[src/rtl/sreg_pkg.sv]
// Package: shared constants, decoder state type and the per-register
// write-mask and reset-value tables of the serial register port.
// Assumes 8-bit registers; stored registers are indexed from 0.
package sreg_pkg;

    localparam int DATA_W   = 8;
    localparam int ADDR_W   = 8;
    localparam int NUM_RW   = 12;
    localparam int RO_ADDR  = 12;
    localparam int LOCK_BIT = 0;

    localparam logic [DATA_W-1:0] OP_WRITE = 8'h01;
    localparam logic [DATA_W-1:0] OP_READ  = 8'h02;
    localparam logic [DATA_W-1:0] OP_RDALL = 8'h03;
    localparam logic [DATA_W-1:0] OP_RESET = 8'h04;

    typedef enum logic [2:0] {
        ST_CMD,
        ST_WADDR,
        ST_WDATA,
        ST_RADDR,
        ST_RAADDR,
        ST_STREAM,
        ST_SKIP
    } dec_state_e;

    // Bits of a stored register that hold state; all others read as zero.
    function automatic logic [DATA_W-1:0] reg_mask(input int idx);
        case (idx)
            0:       return 8'h0F;
            1:       return 8'h3F;
            default: return 8'hFF;
        endcase
    endfunction

    // Power-up value of a stored register.
    function automatic logic [DATA_W-1:0] reg_rst(input int idx);
        case (idx)
            2, 4:    return 8'h3B;
            default: return 8'h00;
        endcase
    endfunction

    // All power-up values packed the way the flat output bus carries them.
    function automatic logic [NUM_RW*DATA_W-1:0] rst_flat();
        logic [NUM_RW*DATA_W-1:0] v;
        v = '0;
        for (int i = 0; i < NUM_RW; i++) begin
            v[i*DATA_W +: DATA_W] = reg_rst(i);
        end
        return v;
    endfunction

endpackage

[src/rtl/sreg_sync.sv]
// Module: multi-bit two-or-more stage synchronizer for slow asynchronous
// inputs. Assumes each bit is sampled independently; RST_VAL is the idle level.
module sreg_sync #(
    parameter int           W       = 1,
    parameter int           STAGES  = 2,
    parameter logic [W-1:0] RST_VAL = '0
) (
    input  logic         clk,
    input  logic         rst_n,
    input  logic [W-1:0] async_in,
    output logic [W-1:0] sync_out
);

    logic [STAGES-1:0][W-1:0] pipe;

    // Shift the asynchronous value through the flop chain.
    always_ff @(posedge clk) begin
        if (!rst_n) begin
            pipe <= {STAGES{RST_VAL}};
        end else begin
            pipe <= {pipe[STAGES-2:0], async_in};
        end
    end

    assign sync_out = pipe[STAGES-1];

endmodule

[src/rtl/sreg_shift.sv]
// Module: byte engine. Detects serial clock edges, assembles received
// bytes MSB first on rising edges and drives the output bit after falling
// edges. Assumes the serial clock idles low and is much slower than clk.
module sreg_shift #(
    parameter int DW = sreg_pkg::DATA_W
) (
    input  logic          clk,
    input  logic          rst_n,
    input  logic          active,
    input  logic          sclk_s,
    input  logic          sdi_s,
    input  logic          prime,
    input  logic [DW-1:0] tx_byte,
    output logic          rx_valid,
    output logic [DW-1:0] rx_byte,
    output logic          sdo
);

    localparam int CW = $clog2(DW);

    logic          sclk_q;
    logic [CW-1:0] bit_cnt;
    logic [DW-1:0] rx_sh;
    logic [DW-1:0] tx_sh;
    logic          rise;
    logic          fall;

    // Remember the previous serial clock level for edge detection.
    always_ff @(posedge clk) begin
        if (!rst_n) sclk_q <= 1'b0;
        else        sclk_q <= sclk_s;
    end

    assign rise = sclk_s & ~sclk_q;
    assign fall = ~sclk_s & sclk_q;

    // Receive on rising edges, transmit after falling edges, clear when idle.
    always_ff @(posedge clk) begin
        if (!rst_n) begin
            bit_cnt  <= '0;
            rx_sh    <= '0;
            tx_sh    <= '0;
            sdo      <= 1'b0;
            rx_valid <= 1'b0;
            rx_byte  <= '0;
        end else begin
            rx_valid <= 1'b0;
            if (!active) begin
                bit_cnt <= '0;
                tx_sh   <= '0;
                sdo     <= 1'b0;
            end else if (prime) begin
                sdo   <= tx_byte[DW-1];
                tx_sh <= {tx_byte[DW-2:0], 1'b0};
            end else if (rise) begin
                rx_sh <= {rx_sh[DW-2:0], sdi_s};
                if (bit_cnt == CW'(DW-1)) begin
                    bit_cnt  <= '0;
                    rx_valid <= 1'b1;
                    rx_byte  <= {rx_sh[DW-2:0], sdi_s};
                end else begin
                    bit_cnt <= bit_cnt + 1'b1;
                end
            end else if (fall) begin
                if (bit_cnt == '0) begin
                    sdo   <= tx_byte[DW-1];
                    tx_sh <= {tx_byte[DW-2:0], 1'b0};
                end else begin
                    sdo   <= tx_sh[DW-1];
                    tx_sh <= {tx_sh[DW-2:0], 1'b0};
                end
            end
        end
    end


    idle_sdo_low_chk: assert property (@(posedge clk) disable iff (!rst_n)
        !active |=> !sdo);


    byte_after_rise_chk: assert property (@(posedge clk) disable iff (!rst_n)
        rx_valid |-> $past(rise));

endmodule

[src/rtl/sreg_decode.sv]
// Module: command decoder. Interprets the first byte of each select-low
// period, tracks the auto-increment pointer, arms and runs read-all, issues
// write strobes and the soft reset pulse, and chooses the next output byte.
// Assumes rd_data is a combinational function of rd_addr.
module sreg_decode
    import sreg_pkg::*;
#(
    parameter int DW = DATA_W,
    parameter int AW = ADDR_W
) (
    input  logic          clk,
    input  logic          rst_n,
    input  logic          active,
    input  logic          rx_valid,
    input  logic [DW-1:0] rx_byte,
    input  logic [DW-1:0] rd_data,
    output logic [AW-1:0] rd_addr,
    output logic          wr_en,
    output logic [AW-1:0] wr_addr,
    output logic [DW-1:0] wr_data,
    output logic [DW-1:0] tx_byte,
    output logic          prime,
    output logic          soft_rst
);

    dec_state_e    state;
    logic [AW-1:0] ptr;
    logic [AW-1:0] ra_addr;
    logic          ra_pend;
    logic          act_q;
    logic          frame_start;

    assign frame_start = active & ~act_q;

    // Select which address the register bank is asked to read this cycle.
    always_comb begin
        if (frame_start)           rd_addr = ra_addr;
        else if (state == ST_RADDR) rd_addr = rx_byte;
        else                        rd_addr = ptr;
    end

    // Frame start handling and per-byte command sequencing.
    always_ff @(posedge clk) begin
        if (!rst_n) begin
            state    <= ST_CMD;
            ptr      <= '0;
            ra_addr  <= '0;
            ra_pend  <= 1'b0;
            act_q    <= 1'b0;
            tx_byte  <= '0;
            prime    <= 1'b0;
            wr_en    <= 1'b0;
            wr_addr  <= '0;
            wr_data  <= '0;
            soft_rst <= 1'b0;
        end else begin
            act_q    <= active;
            prime    <= 1'b0;
            wr_en    <= 1'b0;
            soft_rst <= 1'b0;
            if (!active) begin
                state <= ST_CMD;
            end else if (frame_start) begin
                prime <= 1'b1;
                if (ra_pend) begin
                    state   <= ST_STREAM;
                    tx_byte <= rd_data;
                    ptr     <= ra_addr + AW'(1);
                    ra_pend <= 1'b0;
                end else begin
                    state   <= ST_CMD;
                    tx_byte <= '0;
                end
            end else if (rx_valid) begin
                case (state)
                    ST_CMD: begin
                        tx_byte <= '0;
                        case (rx_byte)
                            OP_WRITE: state <= ST_WADDR;
                            OP_READ:  state <= ST_RADDR;
                            OP_RDALL: state <= ST_RAADDR;
                            OP_RESET: begin
                                soft_rst <= 1'b1;
                                state    <= ST_SKIP;
                            end
                            default:  state <= ST_SKIP;
                        endcase
                    end
                    ST_WADDR: begin
                        ptr   <= rx_byte;
                        state <= ST_WDATA;
                    end
                    ST_WDATA: begin
                        wr_en   <= 1'b1;
                        wr_addr <= ptr;
                        wr_data <= rx_byte;
                        ptr     <= ptr + AW'(1);
                    end
                    ST_RADDR: begin
                        tx_byte <= rd_data;
                    end
                    ST_RAADDR: begin
                        ra_addr <= rx_byte;
                        ra_pend <= 1'b1;
                        state   <= ST_SKIP;
                    end
                    ST_STREAM: begin
                        tx_byte <= rd_data;
                        ptr     <= ptr + AW'(1);
                    end
                    default: begin
                        tx_byte <= '0;
                    end
                endcase
            end
        end
    end


    rst_pulse_chk: assert property (@(posedge clk) disable iff (!rst_n)
        soft_rst |=> !soft_rst);


    ra_once_chk: assert property (@(posedge clk) disable iff (!rst_n)
        (frame_start && ra_pend) |=> !ra_pend);


    write_in_frame_chk: assert property (@(posedge clk) disable iff (!rst_n)
        wr_en |-> $past(active));

endmodule

[src/rtl/sreg_bank.sv]
// Module: register bank. Stores the writable registers with per-register
// masks, returns read data for any 8-bit address, and restores power-up
// values on reset or soft reset. Assumes one write per cycle at most.
module sreg_bank
    import sreg_pkg::*;
#(
    parameter int DW  = DATA_W,
    parameter int AW  = ADDR_W,
    parameter int NRW = NUM_RW,
    parameter int ROA = RO_ADDR
) (
    input  logic              clk,
    input  logic              rst_n,
    input  logic              soft_rst,
    input  logic              wr_en,
    input  logic [AW-1:0]     wr_addr,
    input  logic [DW-1:0]     wr_data,
    input  logic [AW-1:0]     rd_addr,
    input  logic [DW-1:0]     status_in,
    output logic [DW-1:0]     rd_data,
    output logic [NRW*DW-1:0] regs_flat
);

    logic [DW-1:0] q [NRW];

    for (genvar i = 0; i < NRW; i++) begin : g_reg
        // Hold one register: reset value, or masked write data when addressed.
        always_ff @(posedge clk) begin
            if (!rst_n || soft_rst) begin
                q[i] <= reg_rst(i);
            end else if (wr_en && wr_addr == AW'(i)) begin
                q[i] <= wr_data & reg_mask(i);
            end
        end
        assign regs_flat[i*DW +: DW] = q[i];
    end

    // Read mux: stored registers, then the status view, else zero.
    always_comb begin
        rd_data = '0;
        for (int i = 0; i < NRW; i++) begin
            if (rd_addr == AW'(i)) rd_data = q[i];
        end
        if (rd_addr == AW'(ROA)) rd_data = status_in;
    end


    soft_reset_values_chk: assert property (@(posedge clk) disable iff (!rst_n)
        soft_rst |=> (regs_flat == rst_flat()));


    ignore_unmapped_write_chk: assert property (@(posedge clk) disable iff (!rst_n)
        (wr_en && wr_addr >= AW'(NRW) && !soft_rst) |=> $stable(regs_flat));

endmodule

[src/rtl/sreg_port.sv]
// Module: top of the serial command register port. Synchronizes the link
// pins, applies the standby lock and wires the byte engine, the command
// decoder and the register bank. Assumes SCLK is at least 8x slower than clk.
module sreg_port
    import sreg_pkg::*;
#(
    parameter int DW  = DATA_W,
    parameter int AW  = ADDR_W,
    parameter int NRW = NUM_RW
) (
    input  logic              clk,
    input  logic              rst_n,
    input  logic              cs_n,
    input  logic              sclk,
    input  logic              sdi,
    input  logic              dev_en,
    input  logic [DW-1:0]     status_in,
    output logic              sdo,
    output logic [NRW*DW-1:0] cfg_flat,
    output logic              soft_rst
);

    logic          cs_s;
    logic          sclk_s;
    logic          sdi_s;
    logic          locked;
    logic          active;
    logic          rx_valid;
    logic [DW-1:0] rx_byte;
    logic [DW-1:0] tx_byte;
    logic          prime;
    logic [AW-1:0] rd_addr;
    logic [DW-1:0] rd_data;
    logic          wr_en;
    logic [AW-1:0] wr_addr;
    logic [DW-1:0] wr_data;

    sreg_sync #(.W(3), .STAGES(2), .RST_VAL(3'b100)) u_sync (
        .clk      (clk),
        .rst_n    (rst_n),
        .async_in ({cs_n, sclk, sdi}),
        .sync_out ({cs_s, sclk_s, sdi_s})
    );

    assign locked = cfg_flat[LOCK_BIT] & ~dev_en;
    assign active = ~cs_s & ~locked;

    sreg_shift #(.DW(DW)) u_shift (
        .clk      (clk),
        .rst_n    (rst_n),
        .active   (active),
        .sclk_s   (sclk_s),
        .sdi_s    (sdi_s),
        .prime    (prime),
        .tx_byte  (tx_byte),
        .rx_valid (rx_valid),
        .rx_byte  (rx_byte),
        .sdo      (sdo)
    );

    sreg_decode #(.DW(DW), .AW(AW)) u_decode (
        .clk      (clk),
        .rst_n    (rst_n),
        .active   (active),
        .rx_valid (rx_valid),
        .rx_byte  (rx_byte),
        .rd_data  (rd_data),
        .rd_addr  (rd_addr),
        .wr_en    (wr_en),
        .wr_addr  (wr_addr),
        .wr_data  (wr_data),
        .tx_byte  (tx_byte),
        .prime    (prime),
        .soft_rst (soft_rst)
    );

    sreg_bank #(.DW(DW), .AW(AW), .NRW(NRW), .ROA(RO_ADDR)) u_bank (
        .clk       (clk),
        .rst_n     (rst_n),
        .soft_rst  (soft_rst),
        .wr_en     (wr_en),
        .wr_addr   (wr_addr),
        .wr_data   (wr_data),
        .rd_addr   (rd_addr),
        .status_in (status_in),
        .rd_data   (rd_data),
        .regs_flat (cfg_flat)
    );


    locked_no_write_chk: assert property (@(posedge clk) disable iff (!rst_n)
        locked |-> !wr_en);

endmodule

[config.mk]
export PLATFORM = sky130hd
export DESIGN_NAME = sreg_port
export DESIGN_NICKNAME = d
export VERILOG_FILES = /design/src/rtl/sreg_pkg.sv /design/src/rtl/sreg_sync.sv /design/src/rtl/sreg_shift.sv /design/src/rtl/sreg_decode.sv /design/src/rtl/sreg_bank.sv /design/src/rtl/sreg_port.sv
export SDC_FILE = /design/constraint.sdc
export NUM_CORES = 1
export LEC_CHECK = 0
export CAP_MARGIN = 40
export CELL_PAD_IN_SITES_DETAIL_PLACEMENT = 1
export CELL_PAD_IN_SITES_GLOBAL_PLACEMENT = 2
export CORE_MARGIN = 3
export CORE_UTILIZATION = 38
export DETAILED_ROUTE_END_ITERATION = 6
export PLACE_DENSITY_LB_ADDON = 0.1
export SYNTH_ARGS = -nofsm -noshare
export SYNTH_HDL_FRONTEND = slang
export SYNTH_SLANG_ARGS = --single-unit
[constraint.sdc]
create_clock -name clk -period 6.2 [get_ports clk]
set_input_delay 0.62 -clock clk [delete_from_list [all_inputs] [get_ports clk]]
set_output_delay 0.62 -clock clk [all_outputs]
set_load 0.05 [all_outputs]
### After elaboration in Yosys (flattened, before gate mapping)

Memory sizes are Yosys's and may differ from the RTL's.
Cells that the tools add are included.

* output and inout port bits: 98
* logic and storage cells: 227
* RAM bits: 96
* memories: 1
* flip-flop bits (word level): 83

Memories
* u_bank.q: words 12, bits a word 8, rd ports 12, clocked after memory_dff 0, wr ports 12, RTL line sreg_bank.sv:24 `logic [DW-1:0] q [NRW];`

* reduce and logical (&&, ||, !) cells: 42
* muxes and demuxes: 94
* eq/ne operators: 36
* add/subtract/negate cells: 3
* bitwise gates (word level): 30

Operator list (count)
* $mux W8: 37
* $eq A8 B3 Y1 const B: 9
* $eq A8 B4 Y1 const B: 9
* $mux W1: 49
* $eq A8 B2 Y1 const B: 6
* $pmux W8 S2: 2
* $eq A8 B1 Y1 const B: 3
* $pmux W3 S3: 2
* $add A8 B1 Y8 const B: 2
* $logic_not A8 Y1: 2
* $reduce_and A4 Y1: 4
* $not A1 Y1: 13
* $logic_and A1 B1 Y1: 12
* $mux W3: 4
* $or A1 B1 Y1: 12
* $reduce_and A2 Y1: 5
* $eq A3 B3 Y1 const B: 3
* $reduce_and A3 Y1: 3
* $reduce_or A4 Y1: 2
* $eq A3 B2 Y1 const B: 2
* $logic_not A3 Y1: 2
* $ne A2 B1 Y1 const B: 3
* $reduce_bool A2 Y1: 3
* $reduce_or A3 Y1: 2
* other kinds (9): 14

### Longest topological paths before layout

Gate-level depths: netlist of the first run.

* depth in word-level cells: 23
* gate-level depth with buffers: 11
* mapped depth without buffers: 8

### By module

Synthesis of the first run repeated with hierarchy kept, for this count alone.

* cells, all modules: 823
* area total of the unflattened synthesis: 8637.0 µm²

Modules (own cells, without submodules)
* sreg_bank: cells each 394, area an instance 4763.3 µm², seq. area each 2702.6 µm², times used 1
* sreg_decode: cells each 283, area an instance 2406.1 µm², seq. area each 960.9 µm², times used 1
* sreg_shift: cells each 129, area an instance 1275.0 µm², seq. area each 560.5 µm², times used 1
* sreg_sync: cells each 15, area an instance 180.2 µm², seq. area each 120.1 µm², times used 1
* sreg_port: cells each 2, area an instance 12.5 µm², seq. area each 0.0 µm², times used 1

### Worst setup path before layout of the first run

Ideal clock, no wire load.

* path type: register to register
* from: memory u_bank.q[0][0] (netlist bit)
* to: register u_decode.tx_byte[1]
* arrival time: 2617 ps
* path slack: 3467 ps
* clock period less this slack: 2733 ps
* cell stages (with the launch flop): 11
* cells stage by stage: edfxtp_1 nor2b_1 buf_4 nor2_8 mux2i_4 nor3_1 buf_2 or3_1 a22oi_1 o21ai_1 a31o_1

RTL lines
* start, declared: RTL line sreg_bank.sv:24
* end signal, assigned: RTL line sreg_decode.sv:67 `tx_byte <= rd_data;`
* end signal, assigned: RTL line sreg_decode.sv:100 `tx_byte <= rd_data;`
* end signal, assigned: RTL line sreg_decode.sv:108 `tx_byte <= rd_data;`
* end, declared: RTL line sreg_decode.sv:21 `output logic [DW-1:0] tx_byte,`

### Worst setup path after layout of the first run

* from: input dev_en
* to: register u_decode.tx_byte[3]

* cells in the longest elaborated chain, start to end: 23
* elaborated cells between the ends (all ways): 39
* those cells by class: eq/ne: 13; mux: 18; bitwise: 5; reduce/logical: 3

RTL lines
* start, declared: RTL line sreg_port.sv:16 `input logic dev_en,`
* $not A1 Y1 *: RTL line sreg_port.sv:45 `assign locked = cfg_flat[LOCK_BIT] & ~dev_en;`
* $and A1 B1 Y1 *: RTL line sreg_port.sv:45
* $not A1 Y1 *: RTL line sreg_port.sv:46 `assign active = ~cs_s & ~locked;`
* $and A1 B1 Y1 *: RTL line sreg_port.sv:46
* $and A1 B1 Y1: RTL line sreg_decode.sv:33 `assign frame_start = active & ~act_q;`
* $mux W8: RTL line sreg_decode.sv:37 `if (frame_start) rd_addr = ra_addr;`
* $logic_not A8 Y1: RTL line sreg_bank.sv:42 `if (rd_addr == AW'(i)) rd_data = q[i];`
* $mux W8 (12 in a row): RTL line sreg_bank.sv:42
* $mux W8: RTL line sreg_bank.sv:44 `if (rd_addr == AW'(ROA)) rd_data = status_in;`
* $pmux W8 S2: RTL line sreg_decode.sv:75 `case (state)`
* $mux W8: RTL line sreg_decode.sv:74 `end else if (rx_valid) begin`
* $mux W8: RTL line sreg_decode.sv:63 `end else if (frame_start) begin`

Every way passes the cells marked *; elsewhere a longest branch is shown, timed or not. The select of a mux whose other input is x is not followed.
A chain may end at the register's enable or synchronous reset.

==> reports/metrics.cfg, run 1 <==
[run_status]
status=finished clean

[route]
dr.pass1.iters=5
drt_iter0_markers=520
drt-total-wl_um=28900
routedWlPerCell_um=23.6
ant_nets=0
drc_errors=0
vias=6982
viasPerCell=5.69

[power]
finalPower_mw=2.56
vdd_drop_max_mv=0.132
p_per_area_nw_per_um2=244
leakage_nw=3.67

[setup_path]
path_class=primary input to flop
critPathArrivalTime_ps=3970
setup.worst_path.end_class=flop
start_kind=primary input
worstPathMaxFanout=21
crit_required_ps=6570

[sta]
finalCritPeriodShare_pct=58.0
setup_viol=0
max_freq_mhz=278
clock_skew_ps=14.3
finalHoldViolCount=0
maxSlewHeadroom_pct=39.0
setup_tns_ps=0
rsz0062_at_grt=no
fin_crit_ps=3600
slew_violations=0
worst_pin_slew_ps=907

[cts]
clock_sinks=172
cts_tree=done
cts_resized=0
cts_setup_buffers=0
cts_buffer_depth=2
htree_levels=4
cts-root-buf=clkbuf_16
insertion_delay_ps=440
cts_made_buffers=17
ctsHoldBuffers=0
clk_pin_slew_worst_paths_ps=70

[logic_synthesis]
ys_warn_count=0
synth_top_area_share_pct=31.3
syn-cell-area_sq_um=8650
async_reset_ff_share_pct=0
netlist_instances=844
avgSynthCellArea_sq_um=10.2
ys.flop_type=edfxtp_1
synth.largest_area_cell=edfxtp_1
yosys-top-cells-area=edfxtp_1, dfxtp_1, and2_1, mux2i_1, nor2b_1
synth-edff-count=90
ys_types=74
synth.yosys.seq_area_share_pct=50.2
ys_ff_latch=172

[global_routing]
grt-ovfl-total=0
grt_max_degree=65
grt_antenna_before_repair=0
grt_pass1_vias=7181
grt_pass1_wl_um=44500
grt_use_total_pct=23.9

[die]
die_area_sq_um=24600
die_h_um=157
core_area_sq_um=22100
rows=54
start_util_pct=39.1
ios=112
die_x_um=157

[finish]
layout_common_cells=clkdlybuf4s50_1, edfxtp_1, and2_1
layout_commonest_cell=clkdlybuf4s50_1
multi_input_area_sq_um=3990
areaGrowthSynthToFinish_pct=21.6
fillerInstances=2401
diodes=0
finalNetCount=954
drive_gt1_share_pct=8.23
regArea_sq_um=4340

[min_path]
min-delay-path-class=flop to flop

[flow_run]
drv_cap=0

[placement]
gp_congestion=0.850
dpl.hpwl_um=21000
io_buffers=105

==> cell type report <==
class                   count  share of cell area, %
clock buffers              19                   4.32
clock inverters            13                   1.36
inverters                  16                  0.571
multi-input cells         604                   37.9
flip-flops and latches    172                   41.3
well taps                 280                   3.33
repair buffers            124                   11.2
==> layer usage <==
metal	up-vias	GRT usage, %	share of wire (%)
li1	3223	-	-
met1	3517	33.1	45
met5	-	0	0
met2	211	39.6	49
met3	31	3.35	4.7
met4	0	5.79	1.4
==> logic make-up after synthesis <==
logic type,after synthesis,synth area share (%)
AO/OA/AOI/OAI,156,12.5
XOR/XNOR,16,1.62
adder cells (fa/ha/maj),5,0.723
buffers and inverters,73,3.91
flip-flops,172,50.2
multiplexers,59,7.41
other,1,0.0434
AND/OR/NAND/NOR,362,23.6
==> per-stage QoR <==
step | worst slack (ps) | util [%] | hold WS (ps) | instances | cell area, sq um
2_1_floorplan | 3470 | - | 386 | 849 | 8670
3_3_place_gp | 2270 | 44.4 | 407 | 1180 | 9810
3_5_place_dp | 2190 | 44.8 | 426 | 1195 | 9910
4_1_cts | 2640 | 47.5 | 451 | 1227 | 10500
5_1_grt | 2430 | 47.6 | 464 | 1228 | 10500
6_report | 2600 | 47.6 | 438 | 1228 | 10500
==> where the power goes <==
group,switching [mW],total (mW),internal (mW)
Combinational,0.150,0.216,0.0656
Clock,0.499,1.11,0.611
Sequential,0.0204,1.24,1.22
==> registers in the layout (all words and copies together), names as in the netlist <==
signal	cells
u_decode.ra_pend	1
u_sync.sync_out	3
u_decode.ptr	8
u_decode.prime	1
u_decode.soft_rst	1
u_decode.wr_data	8
u_decode.act_q	1
u_decode.ra_addr	8
u_decode.tx_byte	8
u_shift.rx_valid	1
u_decode.wr_addr	8
u_shift.bit_cnt	3
u_shift.sclk_q	1
u_decode.state	3
u_shift.tx_sh	7
u_shift.rx_sh	7
u_decode.wr_en	1
u_shift.rx_byte	8
u_bank.q	90
u_sync.pipe	3
u_shift.sdo	1
==> synth_stat cells (all sizes together), types with 7 or more instances <==
| library cell | n |
|---|---|
| mux2i | 52 |
| dfxtp | 82 |
| nand2 | 44 |
| buf | 24 |
| mux2 | 7 |
| nor2 | 66 |
| inv | 16 |
| nor3b | 8 |
| a211oi | 11 |
| edfxtp | 90 |
| or3 | 15 |
| and3 | 8 |
| a21boi | 9 |
| a21oi | 33 |
| o21ai | 38 |
| a22oi | 7 |
| nor4 | 14 |
| clkbuf | 33 |
| nor2b | 40 |
| nand3 | 24 |
| xor2 | 10 |
| o211ai | 11 |
| nand2b | 10 |
| and2 | 89 |
| nor3 | 22 |
==> final timing paths <==
path	from	end	slack [ps]	cells after the start
min	u_sync.pipe[2]$_SDFF_PN1_	u_sync.sync_out[2]$_SDFF_PN1_	440	1
max reg2reg	u_bank.q[0][0]$_SDFFCE_PN0P_	u_decode.tx_byte[3]$_SDFFE_PN0P_	2670	8
max	dev_en	u_decode.tx_byte[3]$_SDFFE_PN0P_	2600	9
min reg2reg	u_sync.pipe[2]$_SDFF_PN1_	u_sync.sync_out[2]$_SDFF_PN1_	440	1
==> worst max-delay path: stages <==
cell	delay, ps
clkdlybuf4s50_1	420
nor2b_1	590
nor2_8	210
o21bai_4	570
nand2_2	260
nor2_1	640
a222oi_1	250
nand4_1	200
and4_1	200
Power figures use the tool's default switching activity.
==> inputs of run 2 (changes only) <==
CORE_UTILIZATION = 36   (was 38)
clock period = 3.7 ns   (was 6.2 ns; I/O delays follow)
==> reports/metrics.cfg, run 2 (synthesis results as in run 1) <==
[cts]
cts_resized=0  ; unchanged
cts_tree=done
cts-root-buf=clkbuf_16
cts_made_buffers=17  ; unchanged
clk_pin_slew_worst_paths_ps=70  ; about the same
htree_levels=4  ; unchanged
cts_buffer_depth=2  ; unchanged
clock_sinks=172  ; unchanged
ctsHoldBuffers=0  ; unchanged
insertion_delay_ps=440  ; about the same
cts_setup_buffers=0  ; unchanged

[finish]
finalNetCount=964  ; +1.0%
diodes=0  ; unchanged
drive_gt1_share_pct=9.08  ; +0.85 points
fillerInstances=2616  ; +9.0%
final_cells=1277  ; +4.0%
regMostFlops=u_bank.q
final_area_sq_um=10600  ; +1.1%
layout_common_cells=clkdlybuf4s50_1, edfxtp_1, and2_1
final_util_pct=45.2  ; -2.4 points
largest_reg_flops=90  ; unchanged
areaGrowthSynthToFinish_pct=22.9
layout_commonest_cell=clkdlybuf4s50_1

[global_routing]
grt_pass1_vias=7341  ; +2.2%
grt_pass1_wl_um=46000  ; +3.4%
grt-ovfl-total=0  ; unchanged
grt_max_degree=64  ; -1.5%
grt_use_total_pct=23.5  ; -0.41 points
grt_antenna_before_repair=0  ; unchanged

[power]
p_per_area_nw_per_um2=401  ; +64%
leakage_nw=3.71  ; +1.1%
vdd_drop_max_mv=0.219  ; +65%

[route]
ant_nets=0  ; unchanged
drt_iter0_markers=431  ; -17%
viasPerCell=5.46  ; -3.9%
routedWlPerCell_um=23.7  ; +0.66%
drt-total-wl_um=30300  ; +4.7%
vias=6975  ; -0.10%
dr.pass1.iters=5  ; unchanged
drc_errors=0  ; unchanged

[setup_path]
crit_start=u_bank.q[0][0]$_SDFFCE_PN0P_
r2r_start=u_bank.q[0][0]$_SDFFCE_PN0P_
start_kind=flop
crit_end=u_decode.tx_byte[0]$_SDFFE_PN0P_
crit_required_ps=4020  ; -2550 ps
setup.worst_path.end_class=flop
reg2regPathDepth=8  ; unchanged
path_class=flop to flop
rrSetupSlack_ps=520  ; -2150 ps
critPathArrivalTime_ps=3500  ; -470 ps
r2r_end=u_decode.tx_byte[0]$_SDFFE_PN0P_
worstPathMaxFanout=23  ; +9.5%

[die]
die_x_um=161  ; +2.6%
start_util_pct=36.7  ; -2.4 points
core_area_sq_um=23500  ; +6.6%
rows=56  ; +3.7%
die_h_um=161  ; +2.6%
ios=112  ; unchanged
die_area_sq_um=25900  ; +5.3%

[sta]
setup_viol=0  ; unchanged
finalHoldViolCount=0  ; unchanged
setup_tns_ps=0  ; unchanged
rsz0062_at_grt=no
clock_skew_ps=17.7  ; +3.42 ps
slew_violations=0  ; unchanged
max_freq_mhz=315
maxSlewHeadroom_pct=40.3  ; +1.3 points
finalCritPeriodShare_pct=85.9
fin_crit_ps=3180
worst_pin_slew_ps=895  ; -12.7 ps

[placement]
gp_congestion=0.858  ; +0.98%
io_buffers=105  ; unchanged
dpl.hpwl_um=22400  ; +6.7%
dpl_cell_area_sq_um=10000  ; +1.4%
numPlacedInstances=1245  ; +4.2%

[flow_run]
drv_cap=0  ; unchanged

[min_path]
min-delay-path-class=flop to flop

[run_status]
status=finished clean

==> run 2: layout make-up <==
| type | count | area, sq um | area share [%] |
|---|---|---|---|
| flip-flops and latches | 172 | 4340 | 40.9 |
| multi-input cells | 604 | 3990 | 37.5 |
| repair buffers | 134 | 1260 | 11.8 |
| clock buffers | 22 | 487 | 4.58 |
| well taps | 319 | 399 | 3.75 |
| clock inverters | 10 | 97.6 | 0.918 |
| inverters | 16 | 60.1 | 0.565 |
==> run 2: per-layer routing <==
| metal | GRT usage [%] | part of all wire [%] |
|---|---|---|
| met5 | 0 | 0 |
| met4 | 7.67 | 2.5 |
| met3 | 3.15 | 3.7 |
| met2 | 39.1 | 48 |
| met1 | 31.8 | 46 |
==> run 2: worst min path at each step <==
| stage | slack [ps] | end | startpoint | depth (start not counted) |
|---|---|---|---|---|
| finish | 410 | u_sync.sync_out[2]$_SDFF_PN1_ | u_sync.pipe[2]$_SDFF_PN1_ | 1 |
| global route | 420 | u_sync.sync_out[2]$_SDFF_PN1_ | u_sync.pipe[2]$_SDFF_PN1_ | 1 |
| CTS | 410 | u_sync.sync_out[2]$_SDFF_PN1_ | u_sync.pipe[2]$_SDFF_PN1_ | 1 |
| detailed placement | 410 | u_sync.sync_out[2]$_SDFF_PN1_ | u_sync.pipe[2]$_SDFF_PN1_ | 1 |
| global placement | 410 | u_sync.sync_out[2]$_SDFF_PN1_ | u_sync.pipe[2]$_SDFF_PN1_ | 1 |
| floorplan | 390 | u_sync.sync_out[2]$_SDFF_PN1_ | u_sync.pipe[2]$_SDFF_PN1_ | 1 |
==> run 2: critical path: stages, from the launching register on <==
cell,delay [ps]
edfxtp_1,440
nor2b_1,620
nor3_1,210
o21ba_2,640
nand2_1,220
o22a_1,260
o221ai_1,340
nand4_1,150
and4_1,210
==> run 2: power breakdown <==
part | leakage (nW) | internal, mW | switching (mW)
Sequential | 1.54 | 2.04 | 0.0373
Clock | 0.293 | 1.02 | 0.797
Combinational | 1.88 | 0.114 | 0.251
==> run 2: metrics by stage <==
stage               total power, mW  hold slack, ps  setup WS [ps]
global placement               2.48             405            351
global route                   4.39             421            217
floorplan                      2.34             386            967
detailed placement             2.49             408            230
CTS                            4.30             410            551
finish                         4.26             410            521
==> inputs of run 3 (changes only) <==
CORE_MARGIN = 5   (was 3)
==> reports/metrics.cfg, run 3 (synthesis results as in run 1) <==
[cts]
clk_pin_slew_worst_paths_ps=70  ; about the same
cts_buffer_depth=2  ; unchanged
cts_setup_buffers=0  ; unchanged
cts_made_buffers=17  ; unchanged
insertion_delay_ps=440  ; about the same
ctsHoldBuffers=0  ; unchanged
clock_sinks=172  ; unchanged
cts_tree=done
htree_levels=4  ; unchanged
cts_resized=0  ; unchanged
cts-root-buf=clkbuf_16

[power]
p_per_area_nw_per_um2=397  ; -0.94%
vdd_drop_max_mv=0.263  ; +20%
finalPower_mw=4.22  ; -0.88%
leakage_nw=3.72  ; +0.12%

[finish]
regMostFlops=u_bank.q
drive_gt1_share_pct=9.58  ; +0.50 points
layout_common_cells=clkdlybuf4s50_1, edfxtp_1, and2_1
largest_reg_flops=90  ; unchanged
areaGrowthSynthToFinish_pct=23.0  ; about the same
final_cells=1279  ; +0.16%
final_util_pct=45.2  ; about the same
diodes=0  ; unchanged
layout_commonest_cell=clkdlybuf4s50_1
finalNetCount=966  ; +0.21%

[placement]
dpl.hpwl_um=22100  ; -1.2%
numPlacedInstances=1247  ; +0.16%
gp_congestion=0.901  ; +4.9%
io_buffers=105  ; unchanged

[setup_path]
path_class=flop to flop
setup.worst_path.end_class=flop
critPathBufInv=0  ; unchanged
worstPathMaxFanout=23  ; unchanged
critPathArrivalTime_ps=3590  ; +90 ps
rrSetupSlack_ps=490  ; -30 ps
crit_required_ps=4080  ; +60 ps
start_kind=flop
slowest_stage=nor4_1
slowest_delay_ps=710  ; +70 ps
crit_chain=nor2b_1 -> nor3_1 -> o21ba_2 -> a21oi_1 -> nor4_1 -> a221oi_1 -> nand3_1 -> a221o_1
cp_top_family=simple AND/OR/NAND/NOR gates

[route]
routedWlPerCell_um=23.4  ; -1.3%
dr.pass1.iters=4  ; -1
drt-total-wl_um=29900  ; -1.1%
viasPerCell=5.50  ; +0.69%
drt_iter0_markers=454  ; +5.3%
drc_errors=0  ; unchanged
vias=7034  ; +0.85%
ant_nets=0  ; unchanged

[die]
die_h_um=165  ; +2.5%
start_util_pct=36.7  ; unchanged
core_area_sq_um=23500  ; unchanged
die_x_um=165  ; +2.5%
die_area_sq_um=27200  ; +5.0%
rows=56  ; unchanged
ios=112  ; unchanged

[sta]
setup_tns_ps=0  ; unchanged
hold_ws_ps=405  ; -5.37 ps
setup_viol=0  ; unchanged
slew_violations=0  ; unchanged
maxSlewHeadroom_pct=43.4  ; +3.1 points
finalCritPeriodShare_pct=86.8  ; +0.90 points
rsz0062_at_grt=no
worst_pin_slew_ps=841  ; -54.0 ps
finalHoldViolCount=0  ; unchanged
fin_crit_ps=3210  ; +33.2 ps
max_freq_mhz=311  ; -1.0%
clock_skew_ps=13.4  ; -4.31 ps

[flow_run]
drv_cap=0  ; unchanged

[global_routing]
grt-ovfl-total=0  ; unchanged
grt_max_degree=64  ; unchanged
grt_pass1_vias=7135  ; -2.8%
grt_use_total_pct=22.1  ; -1.4 points
grt_antenna_before_repair=0  ; unchanged
grt_pass1_wl_um=45300  ; -1.5%

[run_status]
status=finished clean

[min_path]
min-delay-path-class=flop to flop

-- run 3: per-layer routing --
metal	GRT usage [%]	part of all wire (%)
met5	0	0
met4	4.65	1.4
met3	3.49	4.4
met2	36.0	48
met1	31.1	46
-- run 3: worst paths after layout --
check,cells past startpoint,start,to
hold / removal,1,u_sync.pipe[2]$_SDFF_PN1_,u_sync.sync_out[2]$_SDFF_PN1_
setup reg to reg,8,u_bank.q[0][0]$_SDFFCE_PN0P_,u_decode.tx_byte[5]$_SDFFE_PN0P_
hold reg to reg,1,u_sync.pipe[2]$_SDFF_PN1_,u_sync.sync_out[2]$_SDFF_PN1_
setup / recovery,8,u_bank.q[0][0]$_SDFFCE_PN0P_,u_decode.tx_byte[5]$_SDFFE_PN0P_
-- run 3: cell type report --
cell class / instances / area [sq um]
clock inverter: 13 / 120
multi-input combinational: 604 / 3990
inverter: 16 / 60.1
clock buffer: 19 / 453
sequential: 172 / 4340
fill: 2635 / 12900
timing repair buffer: 136 / 1280
tap: 319 / 399
-- run 3: through the flow --
stage / instance area [sq um] / setup slack (ps)
2_1_floorplan: 8670 / 967
3_3_place_gp: 10000 / 336
3_5_place_dp: 10100 / 216
4_1_cts: 10600 / 528
5_1_grt: 10600 / 276
6_report: 10600 / 488
-- run 3: where the power goes --
group	internal (mW)	leakage (nW)	switching (mW)
sequential	2.04	1.54	0.0359
combinational	0.115	1.89	0.254
clock	0.947	0.286	0.832
